$ cat src/rtl/scalar_alu_pkg.sv
// Package: shared types of the scalar ALU execute stage.
// Assumes a 24-bit instruction word and a 16-entry boolean vector.
package scalar_alu_pkg;

    localparam int INSTR_W = 24;
    localparam int NIB_W   = 4;
    localparam int NBOOL   = 1 << NIB_W;

    typedef enum logic [3:0] {
        K_AND, K_OR, K_XOR, K_ADD, K_SUB, K_NEG, K_ABS, K_SLTU,
        K_SLT, K_MEQZ, K_MNEZ, K_MLTZ, K_MGEZ, K_MOVF, K_MOVT, K_ILL
    } op_kind_e;

    typedef struct packed {
        op_kind_e         kind;
        logic [1:0]       scale;
        logic [NIB_W-1:0] bsel;
    } dec_t;

endpackage

$ cat src/rtl/alu_decode.sv
// Module: alu_decode
// Splits the instruction word into nibbles and maps the op0/op1/op2
// (and s for the negate group) combination onto an operation kind.
// Assumes op0 must be zero for every legal operation.
module alu_decode
    import scalar_alu_pkg::*;
(
    input  logic [INSTR_W-1:0] instr_i,
    output dec_t               dec_o
);
    logic [NIB_W-1:0] op0, fld_t, fld_s, op1, op2;

    assign op0   = instr_i[3:0];
    assign fld_t = instr_i[7:4];
    assign fld_s = instr_i[11:8];
    assign op1   = instr_i[19:16];
    assign op2   = instr_i[23:20];

    // Purpose: pick the operation kind and the scale for the address forms.
    always_comb begin
        dec_o.kind  = K_ILL;
        dec_o.scale = 2'd0;
        dec_o.bsel  = fld_t;
        if (op0 == 4'd0) begin
            unique case (op1)
                4'd0: begin
                    case (op2)
                        4'd1: dec_o.kind = K_AND;
                        4'd2: dec_o.kind = K_OR;
                        4'd3: dec_o.kind = K_XOR;
                        4'd6: begin
                            if (fld_s == 4'd0)      dec_o.kind = K_NEG;
                            else if (fld_s == 4'd1) dec_o.kind = K_ABS;
                        end
                        4'd8, 4'd9, 4'd10, 4'd11: begin
                            dec_o.kind  = K_ADD;
                            dec_o.scale = op2[1:0];
                        end
                        4'd12, 4'd13, 4'd14, 4'd15: begin
                            dec_o.kind  = K_SUB;
                            dec_o.scale = op2[1:0];
                        end
                        default: dec_o.kind = K_ILL;
                    endcase
                end
                4'd2: begin
                    if (op2 == 4'd6)      dec_o.kind = K_SLTU;
                    else if (op2 == 4'd7) dec_o.kind = K_SLT;
                end
                4'd3: begin
                    case (op2)
                        4'd8:    dec_o.kind = K_MEQZ;
                        4'd9:    dec_o.kind = K_MNEZ;
                        4'd10:   dec_o.kind = K_MLTZ;
                        4'd11:   dec_o.kind = K_MGEZ;
                        4'd12:   dec_o.kind = K_MOVF;
                        4'd13:   dec_o.kind = K_MOVT;
                        default: dec_o.kind = K_ILL;
                    endcase
                end
                default: dec_o.kind = K_ILL;
            endcase
        end
    end
endmodule

$ cat src/rtl/alu_arith.sv
// Module: alu_arith
// Wrapping arithmetic, logic and compare datapath. Produces a value for
// every kind; the caller decides whether it is used. No flags exist.
module alu_arith
    import scalar_alu_pkg::*;
#(
    parameter int XLEN = 32
) (
    input  op_kind_e        kind_i,
    input  logic [1:0]      scale_i,
    input  logic [XLEN-1:0] a_i,
    input  logic [XLEN-1:0] b_i,
    output logic [XLEN-1:0] res_o
);
    logic [XLEN-1:0] a_scaled;
    logic [XLEN-1:0] b_neg;

    assign a_scaled = a_i << scale_i;
    assign b_neg    = '0 - b_i;

    // Purpose: select the arithmetic or logic result for the kind.
    always_comb begin
        unique case (kind_i)
            K_AND:   res_o = a_i & b_i;
            K_OR:    res_o = a_i | b_i;
            K_XOR:   res_o = a_i ^ b_i;
            K_ADD:   res_o = a_scaled + b_i;
            K_SUB:   res_o = a_scaled - b_i;
            K_NEG:   res_o = b_neg;
            K_ABS:   res_o = b_i[XLEN-1] ? b_neg : b_i;
            K_SLTU:  res_o = {{(XLEN-1){1'b0}}, (a_i < b_i)};
            K_SLT:   res_o = {{(XLEN-1){1'b0}}, ($signed(a_i) < $signed(b_i))};
            default: res_o = '0;
        endcase
    end
endmodule

$ cat src/rtl/alu_cmov.sv
// Module: alu_cmov
// Evaluates the predicate of a conditional move: a zero/sign test on the
// t operand or a lookup in the boolean vector. Non-move kinds give is_move=0.
module alu_cmov
    import scalar_alu_pkg::*;
#(
    parameter int XLEN = 32
) (
    input  op_kind_e         kind_i,
    input  logic [NIB_W-1:0] bsel_i,
    input  logic [XLEN-1:0]  t_i,
    input  logic [NBOOL-1:0] bool_i,
    output logic             is_move_o,
    output logic             take_o
);
    logic t_zero;
    logic t_neg;
    logic bit_sel;

    assign t_zero  = (t_i == '0);
    assign t_neg   = t_i[XLEN-1];
    assign bit_sel = bool_i[bsel_i];

    // Purpose: decide whether the move happens.
    always_comb begin
        is_move_o = 1'b1;
        unique case (kind_i)
            K_MEQZ: take_o = t_zero;
            K_MNEZ: take_o = !t_zero;
            K_MLTZ: take_o = t_neg;
            K_MGEZ: take_o = !t_neg;
            K_MOVT: take_o = bit_sel;
            K_MOVF: take_o = !bit_sel;
            default: begin
                is_move_o = 1'b0;
                take_o    = 1'b0;
            end
        endcase
    end
endmodule

$ cat src/rtl/scalar_alu_ex.sv
// Module: scalar_alu_ex
// Top of the execute stage: decode, datapath, predicate, then one
// output register. Assumes operands are already read by the caller and
// that the caller honours wr_en_o. Reset is synchronous, active low.
module scalar_alu_ex
    import scalar_alu_pkg::*;
#(
    parameter int XLEN = 32
) (
    input  logic               clk,
    input  logic               rst_n,
    input  logic [INSTR_W-1:0] instr_i,
    input  logic [XLEN-1:0]    src_s_i,
    input  logic [XLEN-1:0]    src_t_i,
    input  logic [XLEN-1:0]    dst_old_i,
    input  logic [NBOOL-1:0]   bool_i,
    output logic [XLEN-1:0]    result_o,
    output logic               wr_en_o,
    output logic               illegal_o
);
    dec_t            dec;
    logic [XLEN-1:0] arith_res;
    logic            is_move;
    logic            take;
    logic [XLEN-1:0] nxt_res;
    logic            nxt_we;
    logic            nxt_ill;

    alu_decode u_dec (
        .instr_i (instr_i),
        .dec_o   (dec)
    );

    alu_arith #(.XLEN(XLEN)) u_arith (
        .kind_i  (dec.kind),
        .scale_i (dec.scale),
        .a_i     (src_s_i),
        .b_i     (src_t_i),
        .res_o   (arith_res)
    );

    alu_cmov #(.XLEN(XLEN)) u_cmov (
        .kind_i    (dec.kind),
        .bsel_i    (dec.bsel),
        .t_i       (src_t_i),
        .bool_i    (bool_i),
        .is_move_o (is_move),
        .take_o    (take)
    );

    // Purpose: merge datapath, move and illegal paths into the next output.
    always_comb begin
        if (dec.kind == K_ILL) begin
            nxt_res = '0;
            nxt_we  = 1'b0;
            nxt_ill = 1'b1;
        end else if (is_move) begin
            nxt_res = take ? src_s_i : dst_old_i;
            nxt_we  = take;
            nxt_ill = 1'b0;
        end else begin
            nxt_res = arith_res;
            nxt_we  = 1'b1;
            nxt_ill = 1'b0;
        end
    end

    // Purpose: output register with synchronous active-low clear.
    always_ff @(posedge clk) begin
        if (!rst_n) begin
            result_o  <= '0;
            wr_en_o   <= 1'b0;
            illegal_o <= 1'b0;
        end else begin
            result_o  <= nxt_res;
            wr_en_o   <= nxt_we;
            illegal_o <= nxt_ill;
        end
    end
endmodule

$ cat config.mk
export PLATFORM = sky130hd
export DESIGN_NAME = scalar_alu_ex
export DESIGN_NICKNAME = d
export VERILOG_FILES = /design/src/rtl/scalar_alu_pkg.sv /design/src/rtl/alu_decode.sv /design/src/rtl/alu_arith.sv /design/src/rtl/alu_cmov.sv /design/src/rtl/scalar_alu_ex.sv
export SDC_FILE = /design/constraint.sdc
export NUM_CORES = 1
export LEC_CHECK = 0
export BUFFER_PORTS_ARGS = -buffer_cell sky130_fd_sc_hd__buf_2
export CAP_MARGIN = 25
export CELL_PAD_IN_SITES_DETAIL_PLACEMENT = 0
export CELL_PAD_IN_SITES_GLOBAL_PLACEMENT = 2
export CORE_MARGIN = 2
export CORE_UTILIZATION = 30
export DETAILED_ROUTE_END_ITERATION = 10
export GPL_TIMING_DRIVEN = 0
export HOLD_SLACK_MARGIN = 0.06
export PLACE_DENSITY_LB_ADDON = 0.05
export SYNTH_ARGS = -nofsm -noshare
export SYNTH_HDL_FRONTEND = slang
export SYNTH_SLANG_ARGS = --single-unit
$ cat constraint.sdc
create_clock -name clk -period 6.6 [get_ports clk]
set_input_delay 1.32 -clock clk [delete_from_list [all_inputs] [get_ports clk]]
set_output_delay 1.32 -clock clk [all_outputs]
set_load 0.05 [all_outputs]
Yosys cells after proc, flatten, opt, wreduce, memory -nomap -nowiden
Index checks and enable logic that the tools add are counted.
{"block": "word_totals", "out_inout_bits": 34, "in_bits": 138, "register_bits": 34, "wordCells": 78}
{"block": "classes", "n_addsub": 3, "n_shift": 1, "n_reduce_logical": 13, "magnitude_cmp": 3, "bitwise_logic": 4, "muxes": 20, "n_eq_ne": 31}
{"op": "one-hot mux 32 bit (9 select lines)", "n": 1}
{"op": "two-way mux 32 bit", "n": 3}
{"op": "== test 4 bit, second input constant", "n": 16}
{"op": "< comparator 32 bit", "n": 2}
{"op": "adder 32 bit", "n": 1}
{"op": "bitwise AND 32 bit", "n": 1}
{"op": "zero test 32 bit", "n": 1}
{"op": "OR 32 bit", "n": 1}
{"op": "<< shifter 32 x 2 -> 32 bit", "n": 1}
{"op": "subtractor 1 x 32 -> 32 bit, first input constant", "n": 1}
{"op": "subtractor 32 bit", "n": 1}
{"op": "XOR 32 bit", "n": 1}
{"op": "== test 4 x 2 -> 1 bit, second input constant", "n": 6}
{"op": "== test 4 x 3 -> 1 bit, second input constant", "n": 6}
{"op": "one-hot mux 4 bit (6 select lines)", "n": 1}
{"op": "one-hot mux 3 bit (6 select lines)", "n": 1}
{"op": "zero test 4 bit", "n": 4}
{"op": "== test 4 x 1 -> 1 bit, second input constant", "n": 3}
{"op": "two-way mux 4 bit", "n": 3}
{"op": "one-hot mux 4 bit (3 select lines)", "n": 1}
{"op": "OR reduction 4 bit", "n": 2}
{"op": "OR reduction 8 bit", "n": 1}
{"op": "two-way mux 6 bit", "n": 1}
{"op": "one-hot mux 1 bit (6 select lines)", "n": 1}
{"op": "9 further kinds", "n": 15}

Logic depth before layout (Yosys ltp)
{"block": "logic_depth", "ltp_word": 10, "depth_mapped": 23, "mapped_depth_nobuf": 19}

Cells and area by module
Synthesis repeated with hierarchy kept, for this count alone.
{"block": "unflattened", "hier_cells": 1141, "hier_area_um2": 8718.4}
{"module": "alu_arith", "instances": 1, "area_each_um2": 6546.3, "cells_per_inst": 917, "seq_area_each_um2": 0.0}
{"module": "scalar_alu_ex", "instances": 1, "area_each_um2": 1576.5, "cells_per_inst": 152, "seq_area_each_um2": 680.7}
{"module": "alu_decode", "instances": 1, "area_each_um2": 301.5, "cells_per_inst": 41, "seq_area_each_um2": 0.0}
{"module": "alu_cmov", "instances": 1, "area_each_um2": 294.0, "cells_per_inst": 31, "seq_area_each_um2": 0.0}

Worst setup path after synthesis
No wires, ideal clock.
{"block": "synth_timing", "path_kind": "input-to-reg", "start": "input port instr_i[1]", "end": "register result_o[29]", "arrival_time_ps": 5803, "required_time_ps": 6472, "n_path_buf": 4, "setup_ps": 128, "slack_ps": 670, "stages": 22, "cell_sequence": "or4_1 a2111oi_0 nand2b_1 clkbuf_1 nor3_2 and3_1 clkbuf_1 clkbuf_1 nor2_1 xnor2_1 ha_1 clkbuf_1 a211oi_1 o21bai_1 a2111o_1 a31oi_1 o211ai_1 nand3_1 a31oi_1 xor2_1 a221oi_1 nor2_1"}
{"block": "synth_via", "elab_chain_cells": 6, "elab_cells_between_ends": 28, "cone_classes": "2 x add/sub; 15 x eq/ne; 1 x shift; 6 x mux; 4 x reduce/logical"}
{"item": "from (decl)", "line_no": "scalar_alu_ex.sv:12", "rtl": "input logic [INSTR_W-1:0] instr_i,"}
{"item": "zero test 4 bit (*)", "line_no": "alu_decode.sv:24", "rtl": "if (op0 == 4'd0) begin"}
{"item": "two-way mux 6 bit (*)", "line_no": "alu_decode.sv:24"}
{"item": "<< shifter 32 x 2 -> 32 bit / == test 4 bit (equally long branches)", "line_no": "alu_arith.sv:18, alu_cmov.sv:27"}
{"item": "subtractor 32 bit, or another cell as far along", "line_no": "alu_arith.sv:28", "rtl": "K_SUB: res_o = a_scaled - b_i;"}
{"item": "one-hot mux 32 bit (9 select lines), or another cell as far along", "line_no": "alu_arith.sv:23", "rtl": "unique case (kind_i)"}
{"item": "two-way mux 32 bit", "line_no": "scalar_alu_ex.sv:57", "rtl": "end else if (is_move) begin"}
{"item": "to (signal assigned)", "line_no": "scalar_alu_ex.sv:75", "rtl": "result_o <= nxt_res;"}
{"item": "to (decl)", "line_no": "scalar_alu_ex.sv:17", "rtl": "output logic [XLEN-1:0] result_o,"}
Every way passes the cells marked *; elsewhere a longest branch is shown, timed or not.
A chain may end at the register's enable or synchronous reset.

Worst setup path after layout
{"block": "layout_timing", "start": "input port instr_i[1]", "end": "register result_o[28]"}
The elaborated chain is that of the path after synthesis.

==> run_results.csv <==
group,metric,value,unit
timing,worst_slew_pin_slew,1.06,ns
yosys,avgSynthCellArea,7.24,um2
timing,finalCriticalPeriod,6.35,ns
floorplanning,rows,60,
run,max_cap_viol_count,0,
drt,drtIter0Drc,841,
clock_network,path_clk_slew,0.08,ns
floorplanning,dieHeight,169,um
timing,fmax,0.158,GHz
drt,post_drt_wl_per_cell,24.4,um
floorplanning,die-area,28500,um2
clock_network,postCtsHoldBufs,0,
yosys,ys_warn_count,0,
floorplanning,die_w,169,um
drt,vias,9311,
final_layout,drive_gt1_share,19.6,%
yosys,synth_cells,1126,
placement,place_congestion,0.912,
yosys,async_flop_share,0,%
timing,timing.final.crit_share,96.2,%
yosys,yosysTopAreaCellShare,20.9,%
clock_network,cts-root-buf,"clkbuf_16",
min_path,hp-class,"primary input to flip-flop",
drt,wirelength,40.2,mm
clock_network,max-clock-path-buffers,2,
global_routing,grt_max_degree,11,
power,power.density,96.7,nW/um2
global_routing,antenna_found_initial,1,
clock_network,cts_buffers,5,
yosys,synth_nets,1401,
clock_network,cts_num_sinks,34,
setup_path,startpoint_type,"primary input",
drt,routed_via_density,5.65,
setup_path,endpoint,"result_o[28]",
placement,placed_area,9450,um2
yosys,yosys.area.top_type,"ha_1",
final_layout,final_util,36.3,%
setup_path,critPathMaxFanout,10,
yosys,synth_seq_area_share,8.35,%
timing,slew_headroom,29.3,%
floorplanning,core,26800,um2
global_routing,grt_overflow,0,
global_routing,globalRouteTotalUtil,28.0,%
setup_path,arrival,6.48,ns
floorplanning,ioPinCount,172,
final_layout,finalNetCount,1581,
floorplanning,start_util,30.4,%
power,ir_drop,0.0812,mV
clock_network,htreeDepth,2,
final_layout,n_antenna_cell,0,
setup_path,worst_setup_path_end_kind,"flip-flop",
yosys,yosys-top-cells-area,"ha_1 (21%), dfxtp_1 (8.3%), a21oi_1 (6.0%)",
setup_path,setup.worst_path.start,"instr_i[1]",
setup_path,worstSetupPathType,"primary input to flip-flop",
yosys,synth_edf_count,0,
drt,drt_first_pass_iters,6,
timing,setup_viol,0,
timing,drv_slew,0,
placement,io_buffer_count,165,
global_routing,grt_pass1_wl,58.8,mm
yosys,synthFlopType,"dfxtp_1",
setup_path,crit_required,6.74,ns
global_routing,grt_pass1_vias,9174,
power,p_leak,0.00449,uW
power,report.power.total,940,uW
placement,dp_hpwl,31.5,mm
timing,fin_setup_tns,0,ns
clock_network,cts_tree,"built",
outcome,status,"completed",
timing,hold_violations,0,
yosys,syn_area,8150,um2
yosys,ys_seq_elements,34,
drt,ant_nets,0,
final_layout,fin_area,9720,um2
final_layout,syn2layout_area_growth,19.2,%
yosys,ys_types,73,
drt,drc_errors,0,
-- worst max-delay path: stages --
cell       delay [ns]
buf_2            0.09
or4_1            0.57
a2111oi_2        0.28
nand2b_1         0.09
clkbuf_1         0.27
nor3_4           0.38
and3_2           0.37
clkbuf_4         0.29
nor2_1           0.08
xnor2_1          0.13
ha_1             0.28
clkbuf_1         0.27
nand2_1          0.14
nor3_1           0.25
o21ai_0          0.23
nand2_1          0.21
a21oi_2          0.17
or2_2            0.35
a21boi_0         0.23
o21ai_0          0.11
a31oi_1          0.25
a21oi_1          0.10
-- layout make-up --
class | count | area, um2
Fill cell | 2977 | 17100
Multi-Input combinational cell | 958 | 7000
Timing Repair Buffer | 175 | 908
Sequential cell | 34 | 681
Tap cell | 341 | 427
Inverter | 84 | 315
Buffer | 48 | 239
Clock buffer | 7 | 143
Clock inverter | 1 | 5.00
-- registers in the layout (all words and copies together) (netlist names) --
signal,cells
wr_en_o,1
illegal_o,1
result_o,32
-- cells in the final DEF, fill, tap and decap left out, types with 7 or more instances in the layout --
master | synthesis | final
xnor2_1 | 55 | 55
dfxtp_1 | 34 | 34
nand2_1 | 99 | 97
xor2_1 | 10 | 10
a21o_1 | 17 | 17
mux2_2 | 7 | 7
a22oi_1 | 7 | 7
o211ai_1 | 9 | 9
ha_1 | 136 | 136
inv_1 | 84 | 84
buf_4 | 0 | 10
a221oi_1 | 20 | 20
clkbuf_1 | 38 | 30
mux4_2 | 13 | 13
nor2_1 | 122 | 120
nand2b_1 | 13 | 13
buf_2 | 6 | 172
o31ai_1 | 15 | 14
o21ai_0 | 77 | 75
a21oi_1 | 97 | 96
mux2i_1 | 33 | 33
nor3_1 | 27 | 26
a31oi_1 | 27 | 25
o21bai_1 | 8 | 8
nand3_1 | 23 | 21
nand4_1 | 14 | 14
nor4_1 | 15 | 14
-- synthesized netlist by cell type, types with 14 or more instances --
| cell | instances |
|---|---|
| nand2_1 | 99 |
| nor4_1 | 15 |
| nor2_1 | 122 |
| nand3_1 | 23 |
| a21o_1 | 17 |
| clkbuf_1 | 38 |
| mux2i_1 | 33 |
| nor3_1 | 27 |
| inv_1 | 84 |
| nand4_1 | 14 |
| a221oi_1 | 20 |
| dfxtp_1 | 34 |
| o31ai_1 | 15 |
| o21ai_0 | 77 |
| xnor2_1 | 55 |
| a21oi_1 | 97 |
| a31oi_1 | 27 |
| ha_1 | 136 |
-- what timing repair did --
item | CTS | global route
resized for setup | 19 | 16
buffers inserted | 1 | 4
endpoints found under the setup margin | 19 | 10
pin swaps | 2 | 2
-- layer usage --
metal | global-route usage [%] | up-vias | wire length [um]
met5 | 0 | - | 0
met4 | 8.58 | 0 | 1150
met3 | 3.44 | 53 | 2100
met1 | 38.0 | 4469 | 18500
met2 | 46.1 | 303 | 18500
li1 | - | 4486 | -
-- metrics by stage --
| stage | setup slack, ns | instances | hold WS [ns] |
|---|---|---|---|
| floorplan | 0.670 | 1126 | 1.47 |
| global placement | -1.21 | 1632 | 1.60 |
| detailed placement | -1.18 | 1636 | 1.59 |
| CTS | 0.0127 | 1643 | 1.26 |
| global route | -0.000807 | 1648 | 1.29 |
| finish | 0.254 | 1648 | 1.27 |
-- kinds of logic after synthesis --
group           count (synthesis)  synth area share (%)
mux                            53                  8.61
buf+inv                       134                  6.63
simple gates                  360                  21.0
compound gates                343                  27.3
fa+ha+maj                     137                  21.1
xor+xnor                       65                  6.98
flops                          34                  8.35
-- report_power, final --
group | total (uW) | internal, uW | switching [uW] | leakage [uW]
registers | 206 | 206 | 0.129 | 0.000274
logic | 461 | 184 | 277 | 0.00414
clock network | 273 | 151 | 122 | 0.0000739
total | 940 | 540 | 399 | 0.00449
-- worst min path at each step --
stage / from / to / cells past startpoint
global placement: dst_old_i[26] / result_o[26] / 3
global route: dst_old_i[2] / result_o[2] / 3
floorplan: rst_n / illegal_o / 1
CTS: dst_old_i[2] / result_o[2] / 3
detailed placement: dst_old_i[26] / result_o[26] / 3
finish: dst_old_i[2] / result_o[2] / 3
No activity file was read; power rests on OpenSTA's default activity.
